$ cat src/rtl/rx_ring_dma_pkg.sv
`timescale 1ns/1ps
package rx_ring_dma_pkg;
  localparam int LEN_W    = 12;
  localparam int BIT_OWN  = 31;
  localparam int BIT_ERR  = 30;
  localparam int BIT_BUFF = 27;
  localparam int BIT_STP  = 25;
  localparam int BIT_ENP  = 24;

  typedef enum logic [3:0] {
    S_IDLE, S_HDR, S_RD1, S_RDA, S_RDC, S_DATA, S_WRW,
    S_NXT, S_WB1, S_WBC, S_WBF, S_DRAIN
  } dma_st_t;

  typedef enum logic [1:0] { K_CHAIN, K_END, K_ERR } wb_kind_t;

  // buffer size from the negated length field
  function automatic logic [LEN_W-1:0] buf_bytes(input logic [31:0] w1);
    return LEN_W'(0) - w1[LEN_W-1:0];
  endfunction

  // byte address of a descriptor slot
  function automatic logic [31:0] slot_addr(input logic [31:0] base, input logic [31:0] pos);
    return base + (pos << 4);
  endfunction
endpackage

$ cat src/rtl/rx_addr_filter.sv
`timescale 1ns/1ps
module rx_addr_filter (
  input  logic [47:0] dest,
  input  logic [47:0] station,
  input  logic        promisc,
  output logic        accept
);
  assign accept = promisc | dest[0] | (dest == station);
endmodule

$ cat src/rtl/rx_ring_ptr.sv
`timescale 1ns/1ps
module rx_ring_ptr #(
  parameter int POS_W = 9
) (
  input  logic             clk,
  input  logic             rst_n,
  input  logic [31:0]      ring_base,
  input  logic [POS_W:0]   ring_len,
  input  logic             step,
  output logic [31:0]      desc_addr
);
  import rx_ring_dma_pkg::*;
  logic [POS_W-1:0] pos;
  logic [POS_W:0]   pos_inc;

  assign pos_inc   = {1'b0, pos} + 1'b1;
  assign desc_addr = slot_addr(ring_base, 32'(pos));

  always_ff @(posedge clk) begin
    if (!rst_n)    pos <= '0;
    else if (step) pos <= (pos_inc >= ring_len) ? '0 : pos_inc[POS_W-1:0];
  end
endmodule

$ cat src/rtl/rx_ring_dma.sv
`timescale 1ns/1ps
module rx_ring_dma #(
  parameter int POS_W     = 9,
  parameter int MAX_FRAME = 2048
) (
  input  logic             clk,
  input  logic             rst_n,
  input  logic             cfg_rx_enable,
  input  logic [31:0]      cfg_ring_base,
  input  logic [POS_W:0]   cfg_ring_len,
  input  logic             cfg_layout_swap,
  input  logic [47:0]      cfg_station,
  input  logic             cfg_promisc,
  input  logic             in_valid,
  input  logic [7:0]       in_data,
  input  logic             in_last,
  output logic             in_ready,
  output logic             mem_req,
  output logic             mem_we,
  output logic [31:0]      mem_addr,
  output logic [31:0]      mem_wdata,
  output logic [3:0]       mem_be,
  input  logic [31:0]      mem_rdata,
  input  logic             mem_ack,
  output logic             rx_int
);
  import rx_ring_dma_pkg::*;

  localparam logic [LEN_W-1:0] LAST_IDX = LEN_W'(MAX_FRAME - 1);

  dma_st_t          st;
  wb_kind_t         kind;
  logic [47:0]      hdr;
  logic [2:0]       hcnt, rep;
  logic             hdr_last, saw_last, p_eos, p_bfull, cur_first;
  logic [31:0]      acc, waddr, cur_ptr, cur_w1, cur_cw, first_ptr, first_w1, nxt_w1;
  logic [3:0]       be;
  logic [1:0]       lane;
  logic [LEN_W-1:0] rem, cnt;
  logic [31:0]      ring_addr, wb1_val, wbf_val, off_addr, off_cnt;
  logic             accept, step, take, src_last, eos_now, bfull_now;
  logic [7:0]       src_byte;
  // named events for the checker
  logic             ev_take, ev_hand_back;

  rx_addr_filter u_filt (
    .dest(({in_data, hdr[39:0]})), .station(cfg_station),
    .promisc(cfg_promisc), .accept(accept)
  );

  rx_ring_ptr #(.POS_W(POS_W)) u_ptr (
    .clk(clk), .rst_n(rst_n), .ring_base(cfg_ring_base),
    .ring_len(cfg_ring_len), .step(step), .desc_addr(ring_addr)
  );

  assign off_addr  = cfg_layout_swap ? 32'd8 : 32'd0;
  assign off_cnt   = cfg_layout_swap ? 32'd0 : 32'd8;
  assign in_ready  = (st == S_HDR) || (st == S_DRAIN) ||
                     (st == S_DATA && rep == 3'd6 && !saw_last);
  assign src_byte  = (rep < 3'd6) ? hdr[{rep, 3'b000} +: 8] : in_data;
  assign src_last  = (rep < 3'd6) ? (rep == 3'd5 && hdr_last) : in_last;
  assign take      = (st == S_DATA) && ((rep < 3'd6) || (in_valid && !saw_last));
  assign eos_now   = src_last || (cnt == LAST_IDX);
  assign bfull_now = (rem == LEN_W'(1));
  assign step      = mem_ack && ((st == S_WRW && !p_eos && p_bfull) ||
                                 (st == S_WB1 && kind == K_END));
  assign ev_take      = take;
  assign ev_hand_back = (st == S_WBF);

  always_comb begin
    wb1_val = cur_w1;
    if (!cur_first)    wb1_val[BIT_OWN] = 1'b0;
    if (kind != K_CHAIN) wb1_val[BIT_ENP] = 1'b1;
    if (kind == K_ERR) begin
      wb1_val[BIT_ERR]  = 1'b1;
      wb1_val[BIT_BUFF] = 1'b1;
    end
    wbf_val = cur_first ? wb1_val : first_w1;
    wbf_val[BIT_OWN] = 1'b0;
    wbf_val[BIT_STP] = 1'b1;
  end

  always_comb begin
    mem_req = 1'b1; mem_we = 1'b0; mem_addr = '0; mem_wdata = '0; mem_be = 4'hF;
    unique case (st)
      S_RD1:   mem_addr = cur_ptr + 32'd4;
      S_RDA:   mem_addr = cur_ptr + off_addr;
      S_RDC:   mem_addr = cur_ptr + off_cnt;
      S_NXT:   mem_addr = ring_addr + 32'd4;
      S_WRW:   begin mem_we = 1'b1; mem_addr = waddr; mem_wdata = acc; mem_be = be; end
      S_WB1:   begin mem_we = 1'b1; mem_addr = cur_ptr + 32'd4; mem_wdata = wb1_val; end
      S_WBC:   begin
        mem_we = 1'b1; mem_addr = cur_ptr + off_cnt;
        mem_wdata = {cur_cw[31:LEN_W], LEN_W'(cnt + LEN_W'(4))};
      end
      S_WBF:   begin mem_we = 1'b1; mem_addr = first_ptr + 32'd4; mem_wdata = wbf_val; end
      default: begin mem_req = 1'b0; mem_be = 4'h0; end
    endcase
  end

  always_ff @(posedge clk) begin
    if (!rst_n) begin
      st <= S_IDLE; kind <= K_CHAIN; hdr <= '0; hcnt <= '0; rep <= '0;
      hdr_last <= 1'b0; saw_last <= 1'b0; p_eos <= 1'b0; p_bfull <= 1'b0;
      cur_first <= 1'b0; acc <= '0; be <= '0; lane <= '0; waddr <= '0;
      cur_ptr <= '0; cur_w1 <= '0; cur_cw <= '0; first_ptr <= '0;
      first_w1 <= '0; nxt_w1 <= '0; rem <= '0; cnt <= '0; rx_int <= 1'b0;
    end else begin
      rx_int <= 1'b0;
      unique case (st)
        S_IDLE: begin
          hdr <= '0; hcnt <= '0; rep <= '0; saw_last <= 1'b0;
          if (in_valid)
            st <= (!cfg_rx_enable || cfg_ring_base == '0) ? S_DRAIN : S_HDR;
        end
        S_HDR: if (in_valid) begin
          hdr[{hcnt, 3'b000} +: 8] <= in_data;
          hcnt <= hcnt + 3'd1;
          if (hcnt == 3'd5) begin
            hdr_last <= in_last;
            saw_last <= in_last;
            if (accept) begin cur_ptr <= ring_addr; st <= S_RD1; end
            else st <= in_last ? S_IDLE : S_DRAIN;
          end else if (in_last) st <= S_IDLE;
        end
        S_RD1: if (mem_ack) begin
          if (mem_rdata[BIT_OWN]) begin
            cur_w1 <= mem_rdata; first_w1 <= mem_rdata; first_ptr <= cur_ptr;
            cur_first <= 1'b1; cnt <= '0; lane <= '0; be <= '0; acc <= '0;
            st <= S_RDA;
          end else st <= saw_last ? S_IDLE : S_DRAIN;
        end
        S_RDA: if (mem_ack) begin
          waddr <= {mem_rdata[31:2], 2'b00};
          rem   <= buf_bytes(cur_w1);
          st    <= S_RDC;
        end
        S_RDC: if (mem_ack) begin cur_cw <= mem_rdata; st <= S_DATA; end
        S_DATA: if (take) begin
          acc[{lane, 3'b000} +: 8] <= src_byte;
          be[lane] <= 1'b1;
          lane <= lane + 2'd1;
          cnt  <= cnt + LEN_W'(1);
          rem  <= rem - LEN_W'(1);
          if (rep < 3'd6) rep <= rep + 3'd1;
          else if (in_last) saw_last <= 1'b1;
          if (eos_now || bfull_now || lane == 2'd3) begin
            p_eos <= eos_now; p_bfull <= bfull_now; st <= S_WRW;
          end
        end
        S_WRW: if (mem_ack) begin
          acc <= '0; be <= '0; lane <= '0; waddr <= waddr + 32'd4;
          if (p_eos) begin kind <= K_END; st <= S_WB1; end
          else st <= p_bfull ? S_NXT : S_DATA;
        end
        S_NXT: if (mem_ack) begin
          nxt_w1 <= mem_rdata;
          kind   <= mem_rdata[BIT_OWN] ? K_CHAIN : K_ERR;
          st     <= S_WB1;
        end
        S_WB1: if (mem_ack) begin
          unique case (kind)
            K_CHAIN: begin
              cur_ptr <= ring_addr; cur_w1 <= nxt_w1; cur_first <= 1'b0; st <= S_RDA;
            end
            K_END:   st <= S_WBC;
            default: st <= S_WBF;
          endcase
        end
        S_WBC: if (mem_ack) st <= S_WBF;
        S_WBF: if (mem_ack) begin
          rx_int <= 1'b1;
          st <= saw_last ? S_IDLE : S_DRAIN;
        end
        S_DRAIN: if (in_valid && in_last) st <= S_IDLE;
        default: st <= S_IDLE;
      endcase
    end
  end
endmodule

$ cat config.mk
export PLATFORM = sky130hd
export DESIGN_NAME = rx_ring_dma
export DESIGN_NICKNAME = d
export VERILOG_FILES = /design/src/rtl/rx_ring_dma_pkg.sv /design/src/rtl/rx_addr_filter.sv /design/src/rtl/rx_ring_ptr.sv /design/src/rtl/rx_ring_dma.sv
export SDC_FILE = /design/constraint.sdc
export NUM_CORES = 1
export LEC_CHECK = 0
export ABC_CLOCK_PERIOD_IN_PS = 7600
export BUFFER_PORTS_ARGS = -buffer_cell sky130_fd_sc_hd__clkbuf_2
export CAP_MARGIN = 20
export CORE_AREA = 2 2 215 217
export DETAILED_ROUTE_END_ITERATION = 12
export DIE_AREA = 0 0 217 219
export RECOVER_POWER = 25
export SETUP_SLACK_MARGIN = 0.2
export SYNTH_ARGS = -nofsm -noshare
export SYNTH_HDL_FRONTEND = slang
export SYNTH_SLANG_ARGS = --single-unit
$ cat constraint.sdc
create_clock -name clk -period 7.6 [get_ports clk]
set_input_delay 1.52 -clock clk [delete_from_list [all_inputs] [get_ports clk]]
set_output_delay 1.52 -clock clk [all_outputs]
set_load 0.01 [all_outputs]
==> run metrics, run 1 <==
main flop type after synthesis=dfxtp_1; Setup TNS=0 ns; clock root cell=clkbuf_16; share of cells above drive strength 1=0.128; Post-route DRC=0; synthesis-stage register bit count=345; top cells by instance count after synthesis=517 x nand2_1, 345 x dfxtp_1, 311 x nor2_1; hpwl dp=50900 µm; Post-Syn Area=20200 µm²; Layout Nets=2958; final setup fails=0; syn_area_per_cell=7.49 µm²; Setup CP Type=primary input to output pin; count of final max-slew check failures=552; Critical Path RT=6.08 ns; Max FO, Critical Path=7; largest net degree at the start of global routing=109; htree depth=2; Chip Width=217 µm; cells on worst reg2reg path=7; area leader, netlist=dfxtp_1; Final Cycle Share=0.916; worst-margin pin slew=4.59 ns; CTS buffer count=42; vias per cell=6.00; endpoints failing hold=0; Final Non-Filler Cells=3406; FP Rows=78; hold_buf cts=0; max incr delay on CP=0.62 ns; synth top area cells=dfxtp_1 34%, nand2_1 9.6%, a21oi_1 5.9%; total track usage=0.300; Pleak=8.34 nW; Top cell by count, worst path=clkbuf_2; Post-DRT Antenna Nets=0; RSZ-0062 raised after global routing=no; maximum buffer depth of the clock tree=3; DRT iter0 DRCs=2176; worst r2r src=st[2]$_SDFFE_PN0P_; routed via count=20453; first-pass GRT wire length=112000 µm; synth warn=0; reg2reg end=first_w1[0]$_SDFFE_PN0P_; FF-to-FF setup slack=1.51 ns; asr flop ratio synth=0; post-layout util=0.507; Min Clock Period, post-route=6.96 ns; CTS tree=built; top cell type's share of synthesized area=0.342; Netlist cell types=83; hold endpoint=nxt_w1[13]$_SDFFE_PN0P_; Min-Delay Path Depth=2; count leader, synth=nand2_1; Area Overhead vs Synth=13.2%; clock latency on the worst-skew pair=0.59 ns; Critical Path Source Type=primary input; PwrDens=286 nW/µm²; status=complete, but fails checks; Max-cap violations=8; peak supply drop=200 µV; Diodes inserted=0; clock slew at reported path FFs=0.06 ns; crit-path cells=clkbuf_2, ha_1, fa_1, a211oi_1, nor2_1, xor2_1, a32oi_1, or4_4, or4b_4, nor4_4, a31oi_1, o31ai_1, clkbuf_2; CP startpoint=cfg_ring_base[4]; Die ar.=47500 µm²; TritonCTS Sinks=345; min-delay src=nxt_w1[13]$_SDFFE_PN0P_; Post-synth EDFFs=0; drt wl/cell=21.3 µm; vias in the first global route=19229; Fillers=4504; GPL Wtd Cong=0.900; initial antenna violation count=0; Slowest-stage cell, CP=or4b_4; violated checks=max-capacitance violations, max-slew violations; sequential fraction of the synthesis area=0.342; Fmax=144 MHz; Initial Utilization=0.448; I/O Buffers=209; drt first pass iters=8; Die H=219 µm; num ports=210; CORE AREA=45100 µm²; worst hold path type=flip-flop to flip-flop; arrival time worst endpoint=5.44 ns; grt total ovfl=0; syn nets=2873; Relative slew margins=-2.06; Final Skew=0.0240 ns; WHS=0.452 ns; Syn Inst Count=2694; final WL=72700 µm; CP endpoint kind=output pin; placed cell count=3333
critical path: cells and delay by family:
| kind | cells | cell delay, ns |
|---|---|---|
| compound gates | 4 | 1.06 |
| buf+inv | 2 | 0.28 |
| simple gates | 4 | 1.68 |
| fa+ha+maj | 2 | 0.63 |
| xor+xnor | 1 | 0.27 |
where the power goes:
part / internal (mW) / switching (mW) / total (mW)
Sequential: 1.94 / 0.232 / 2.17
Combinational: 0.753 / 1.57 / 2.32
Clock: 1.20 / 0.838 / 2.04
layout make-up:
| type | instances | area [µm²] | area share |
|---|---|---|---|
| Clock buffer | 60 | 1240 | 0.0543 |
| Clock inverter | 11 | 131 | 0.00575 |
| Timing Repair Buffer | 238 | 1260 | 0.0550 |
| Inverter | 41 | 154 | 0.00673 |
| Multi-Input combinational cell | 2111 | 12400 | 0.543 |
| Tap cell | 600 | 751 | 0.0328 |
| Sequential cell | 345 | 6910 | 0.302 |
per-stage QoR:
stage          total power, mW  setup WS [ns]  instance area, µm²
3_3_place_gp              4.44          0.718               21500
3_5_place_dp              4.46          0.667               21500
2_1_floorplan             3.64           1.19               20200
5_1_grt                   6.83          0.284               22900
4_1_cts                   6.50          0.609               22900
6_report                  6.53          0.640               22900
worst max-delay path by stage:
| stage | endpoint |
|---|---|
| 2_1_floorplan | mem_addr[26] |
| 3_3_place_gp | mem_addr[26] |
| 3_5_place_dp | mem_addr[26] |
| 4_1_cts | mem_addr[31] |
| 5_1_grt | lane[0]$_SDFFE_PN0P_ |
| 6_report | mem_addr[26] |
cells in the final DEF, fill, tap and decap left out, types with 15 or more instances in the layout:
| master | instances |
|---|---|
| nand2_1 | 516 |
| a21oi_1 | 240 |
| a21o_1 | 16 |
| o211ai_1 | 15 |
| mux2i_1 | 32 |
| xor2_1 | 42 |
| clkbuf_16 | 43 |
| ha_1 | 40 |
| a222oi_1 | 36 |
| buf_4 | 21 |
| dfxtp_1 | 343 |
| nor4_1 | 20 |
| a22oi_1 | 89 |
| a211oi_1 | 19 |
| a311oi_1 | 39 |
| nand3_1 | 64 |
| nor2_1 | 310 |
| inv_1 | 40 |
| clkbuf_2 | 209 |
| nand4_1 | 32 |
| o21ai_0 | 113 |
| a31oi_1 | 51 |
| xnor2_1 | 111 |
| mux2_2 | 20 |
| nand2b_1 | 19 |
| and3_1 | 26 |
| nor3_1 | 45 |
state kept, by name, summed over array words and instances, names as in the netlist:
signal	cells
rx_int	1
saw_last	1
lane	2
hdr_last	1
hcnt	3
p_eos	1
cur_w1	32
kind	2
acc	32
u_ptr.pos	9
cur_cw	20
cur_first	1
nxt_w1	32
first_w1	30
first_ptr	32
rep	3
cur_ptr	32
rem	12
hdr	48
be	4
cnt	12
p_bfull	1
waddr	30
st	4
cells by family after synthesis:
group / synth area share
AND/OR/NAND/NOR: 0.248
adder cells (fa/ha/maj): 0.0258
flip-flops: 0.342
AO/OA/AOI/OAI: 0.236
multiplexers: 0.0359
XOR/XNOR: 0.0664
buffers and inverters: 0.0464
metal layers:
metal,track usage,share of wire,vias to the layer above
met4,0.103,0.032,0
met2,0.498,0.47,810
met5,0,0,-
li1,-,-,9788
met3,0.0473,0.069,124
met1,0.395,0.43,9731
timing repair:
item,in CTS,in global routing
gates resized for setup,0,1
setup endpoints to repair,0,1
buffers inserted,0,0
(Power assumes the default switching activity.)
==> run 2: changes to the inputs <==
--- a/config.mk
+++ b/config.mk
@@ -8,11 +8,12 @@
 export ABC_CLOCK_PERIOD_IN_PS = 7600
 export BUFFER_PORTS_ARGS = -buffer_cell sky130_fd_sc_hd__clkbuf_2
 export CAP_MARGIN = 20
-export CORE_AREA = 2 2 215 217
+export CORE_AREA = 2 2 216 218
 export DETAILED_ROUTE_END_ITERATION = 12
-export DIE_AREA = 0 0 217 219
+export DIE_AREA = 0 0 218 220
 export RECOVER_POWER = 25
 export SETUP_SLACK_MARGIN = 0.2
 export SYNTH_ARGS = -nofsm -noshare
 export SYNTH_HDL_FRONTEND = slang
+export SYNTH_HIERARCHICAL = 1
 export SYNTH_SLANG_ARGS = --single-unit
==> run 2 against run 1 <==
Net effect: the run still ends with max-capacitance violations, max-slew violations left; via count is 1.0% lower; critical endpoint is now mem_addr[24]; largest power group unchanged; sequential power up 2%; synthesized cell count is 2.7% lower; total power down 1.1%.
==> run metrics, run 2 <==
endpoints failing hold=0 (unchanged); arrival time worst endpoint=5.59 ns (+0.15 ns); area leader, netlist=dfxtp_1; Initial Utilization=0.443 (-0.00444); Netlist cell types=94 (+13%); asr flop ratio synth=0 (unchanged); top cells by instance count after synthesis=431 x nand2_1, 345 x dfxtp_1, 270 x nor2_1; Final Skew=0.0181 ns (-0.00596 ns); Setup CP Type=primary input to output pin; syn nets=2801 (-2.5%); clock root cell=clkbuf_16; final WL=71200 µm (-2.1%); Area Overhead vs Synth=13.1% (about the same); Setup Buffers After CTS=0 (unchanged); vias per cell=6.03 (+0.50%); met1 wire length=31100 µm (about the same); largest net degree at the start of global routing=174 (+60%); post-cts resize count=0 (unchanged); Die ar.=48000 µm² (+0.92%); num ports=210 (unchanged); Critical Path Source Type=primary input; top cell type's share of synthesized area=0.340 (-0.00242); htree depth=2 (unchanged); grt total ovfl=0 (unchanged); PwrDens=281 nW/µm² (-1.7%); sequential fraction of the synthesis area=0.340 (-0.00242); total track usage=0.289 (-0.0101); synthesis-stage register bit count=345 (unchanged); Post-DRT Antenna Nets=0 (unchanged); share of cells above drive strength 1=0.135 (+0.00649); CTS buffer count=41 (-2.4%); DRT iter0 DRCs=2149 (-1.2%); Fmax=141 MHz (-2.1%); Biggest register=hdr; count of final max-slew check failures=227 (-59%); Max FO, Critical Path=9 (+2); worst hold path type=flip-flop to flip-flop; TritonCTS Sinks=345 (unchanged); vias in the first global route=19046 (-0.95%); CORE AREA=45900 µm² (+1.7%); crit-path cells=clkbuf_2, ha_1, fa_1, a21oi_1, o22ai_1, o221ai_2, nor2_1, xor2_1, o21ai_0, a22oi_1, o221ai_1, nor4_4, nand2_2, o31a_1, a31o_1, clkbuf_2; Post-synth EDFFs=0 (unchanged); clock slew at reported path FFs=0.06 ns (about the same); Top cell by count, worst path=clkbuf_2; top sig layer=met5; Slowest-stage cell, CP=nor4_4; WP buf/inv=2 (unchanged); first-pass GRT wire length=110000 µm (-1.9%); final setup fails=0 (unchanged); main flop type after synthesis=dfxtp_1; most frequent cells in the layout=431 x nand2_1, 343 x dfxtp_1, 269 x nor2_1, 224 x a21oi_1, 208 x clkbuf_2; peak supply drop=152 µV (-24%); FP Rows=79 (+1.3%); Die H=220 µm (+0.46%); synth top area cells=dfxtp_1 34%, nand2_1 8.0%, a21oi_1 5.5%; initial antenna violation count=2 (+2); Final Cycle Share=0.936 (+0.0201); worst-margin pin slew=3.21 ns (-1.37 ns); Post-route DRC=0 (unchanged); most common cell after layout, fill and taps aside=nand2_1; drt wl/cell=21.2 µm (-0.57%); Total Power=6.46 mW (-1.1%); Chip Width=218 µm (+0.46%); CP endpoint kind=output pin; hpwl dp=49500 µm (-2.8%); Syn Inst Count=2620 (-2.7%); Min Clock Period, post-route=7.11 ns (+0.152 ns); I/O Buffers=209 (unchanged); Max-cap violations=2 (-6); CTS tree=built; max reg flops=48 (unchanged); met2 routed WL=33500 µm (-2.3%); hold_buf cts=0 (unchanged); max incr delay on CP=0.65 ns (+0.03 ns); violated checks=max-capacitance violations, max-slew violations; Post-Syn Area=20300 µm² (+0.71%); Pleak=8.56 nW (+2.6%); maximum buffer depth of the clock tree=3 (unchanged); delay-heaviest family, CP=compound AO/OA/AOI/OAI gates; Fillers=4481 (-0.51%); syn_area_per_cell=7.76 µm² (+3.6%); clock latency on the worst-skew pair=0.59 ns (about the same); GPL Wtd Cong=0.930 (+3.3%); routed wl met3=4730 µm (-5.3%); Layout Nets=2899 (-2.0%); FF-to-FF setup slack=2.56 ns (+1.05 ns); count leader, synth=nand2_1; RSZ-0062 raised after global routing=no; Setup TNS=0 ns (unchanged); Relative slew margins=-1.14 (+0.916); synth warn=6 (+6); drt first pass iters=7 (-1); Critical Path RT=6.08 ns (about the same); routed via count=20241 (-1.0%); status=complete, but fails checks
run 2: cell type report:
cell class | instances | area, µm² | area share
well taps | 607 | 759 | 0.0330
flip-flops and latches | 345 | 6910 | 0.300
clock buffers | 58 | 1190 | 0.0517
repair buffers | 240 | 1270 | 0.0554
multi-input cells | 2033 | 12500 | 0.543
diodes | 2 | 5.00 | 0.000218
inverters | 57 | 218 | 0.00946
clock inverters | 12 | 161 | 0.00702
run 2: path summary, 6_finish.rpt:
kind	start	endpoint	cells after the start
worst max-delay path	cfg_ring_base[4]	mem_addr[24]	16
worst min-delay path	nxt_w1[18]$_SDFFE_PN0P_	nxt_w1[18]$_SDFFE_PN0P_	2
worst max register to register	st[0]$_SDFFE_PN0P_	acc[3]$_SDFFE_PN0P_	8
worst min register to register	nxt_w1[18]$_SDFFE_PN0P_	nxt_w1[18]$_SDFFE_PN0P_	2
run 2: power by group:
group          switching [mW]  internal (mW)
clock                   0.822           1.16
combinational            1.51          0.760
sequential              0.228           1.98
run 2: logic make-up after synthesis:
kind of cell	count (synthesis)	synth area share
buffers and inverters	242	0.0498
flip-flops	345	0.340
adder cells (fa/ha/maj)	43	0.0268
multiplexers	104	0.0569
AO/OA/AOI/OAI	687	0.222
AND/OR/NAND/NOR	1043	0.237
XOR/XNOR	156	0.0672
run 2: worst register-to-register path, stage by stage, from the launching register on:
cell	delay [ns]
dfxtp_1	0.86
clkbuf_1	0.67
nor2b_1	0.24
clkbuf_1	0.53
nand2_1	0.80
or3_1	0.75
nor4b_2	0.82
a22oi_1	0.16
nor2_1	0.14
run 2: per-stage QoR:
| stage | setup WS (ns) | hold slack [ns] | area, µm² | std cells | utilization |
|---|---|---|---|---|---|
| 2_1_floorplan | 1.43 | 0.432 | 20300 | 2620 | - |
| 3_3_place_gp | 0.681 | 0.440 | 21700 | 3282 | 0.473 |
| 3_5_place_dp | 0.590 | 0.446 | 21700 | 3282 | 0.473 |
| 4_1_cts | 0.579 | 0.454 | 23000 | 3352 | 0.502 |
| 5_1_grt | 0.259 | 0.467 | 23000 | 3353 | 0.502 |
| 6_report | 0.487 | 0.453 | 23000 | 3354 | 0.502 |
run 2: per-layer routing:
layer  GRT usage  vias up
met2       0.481      790
met4      0.0832        2
met3      0.0396      126
met1       0.391     9760
li1            -     9563
met5           0        -
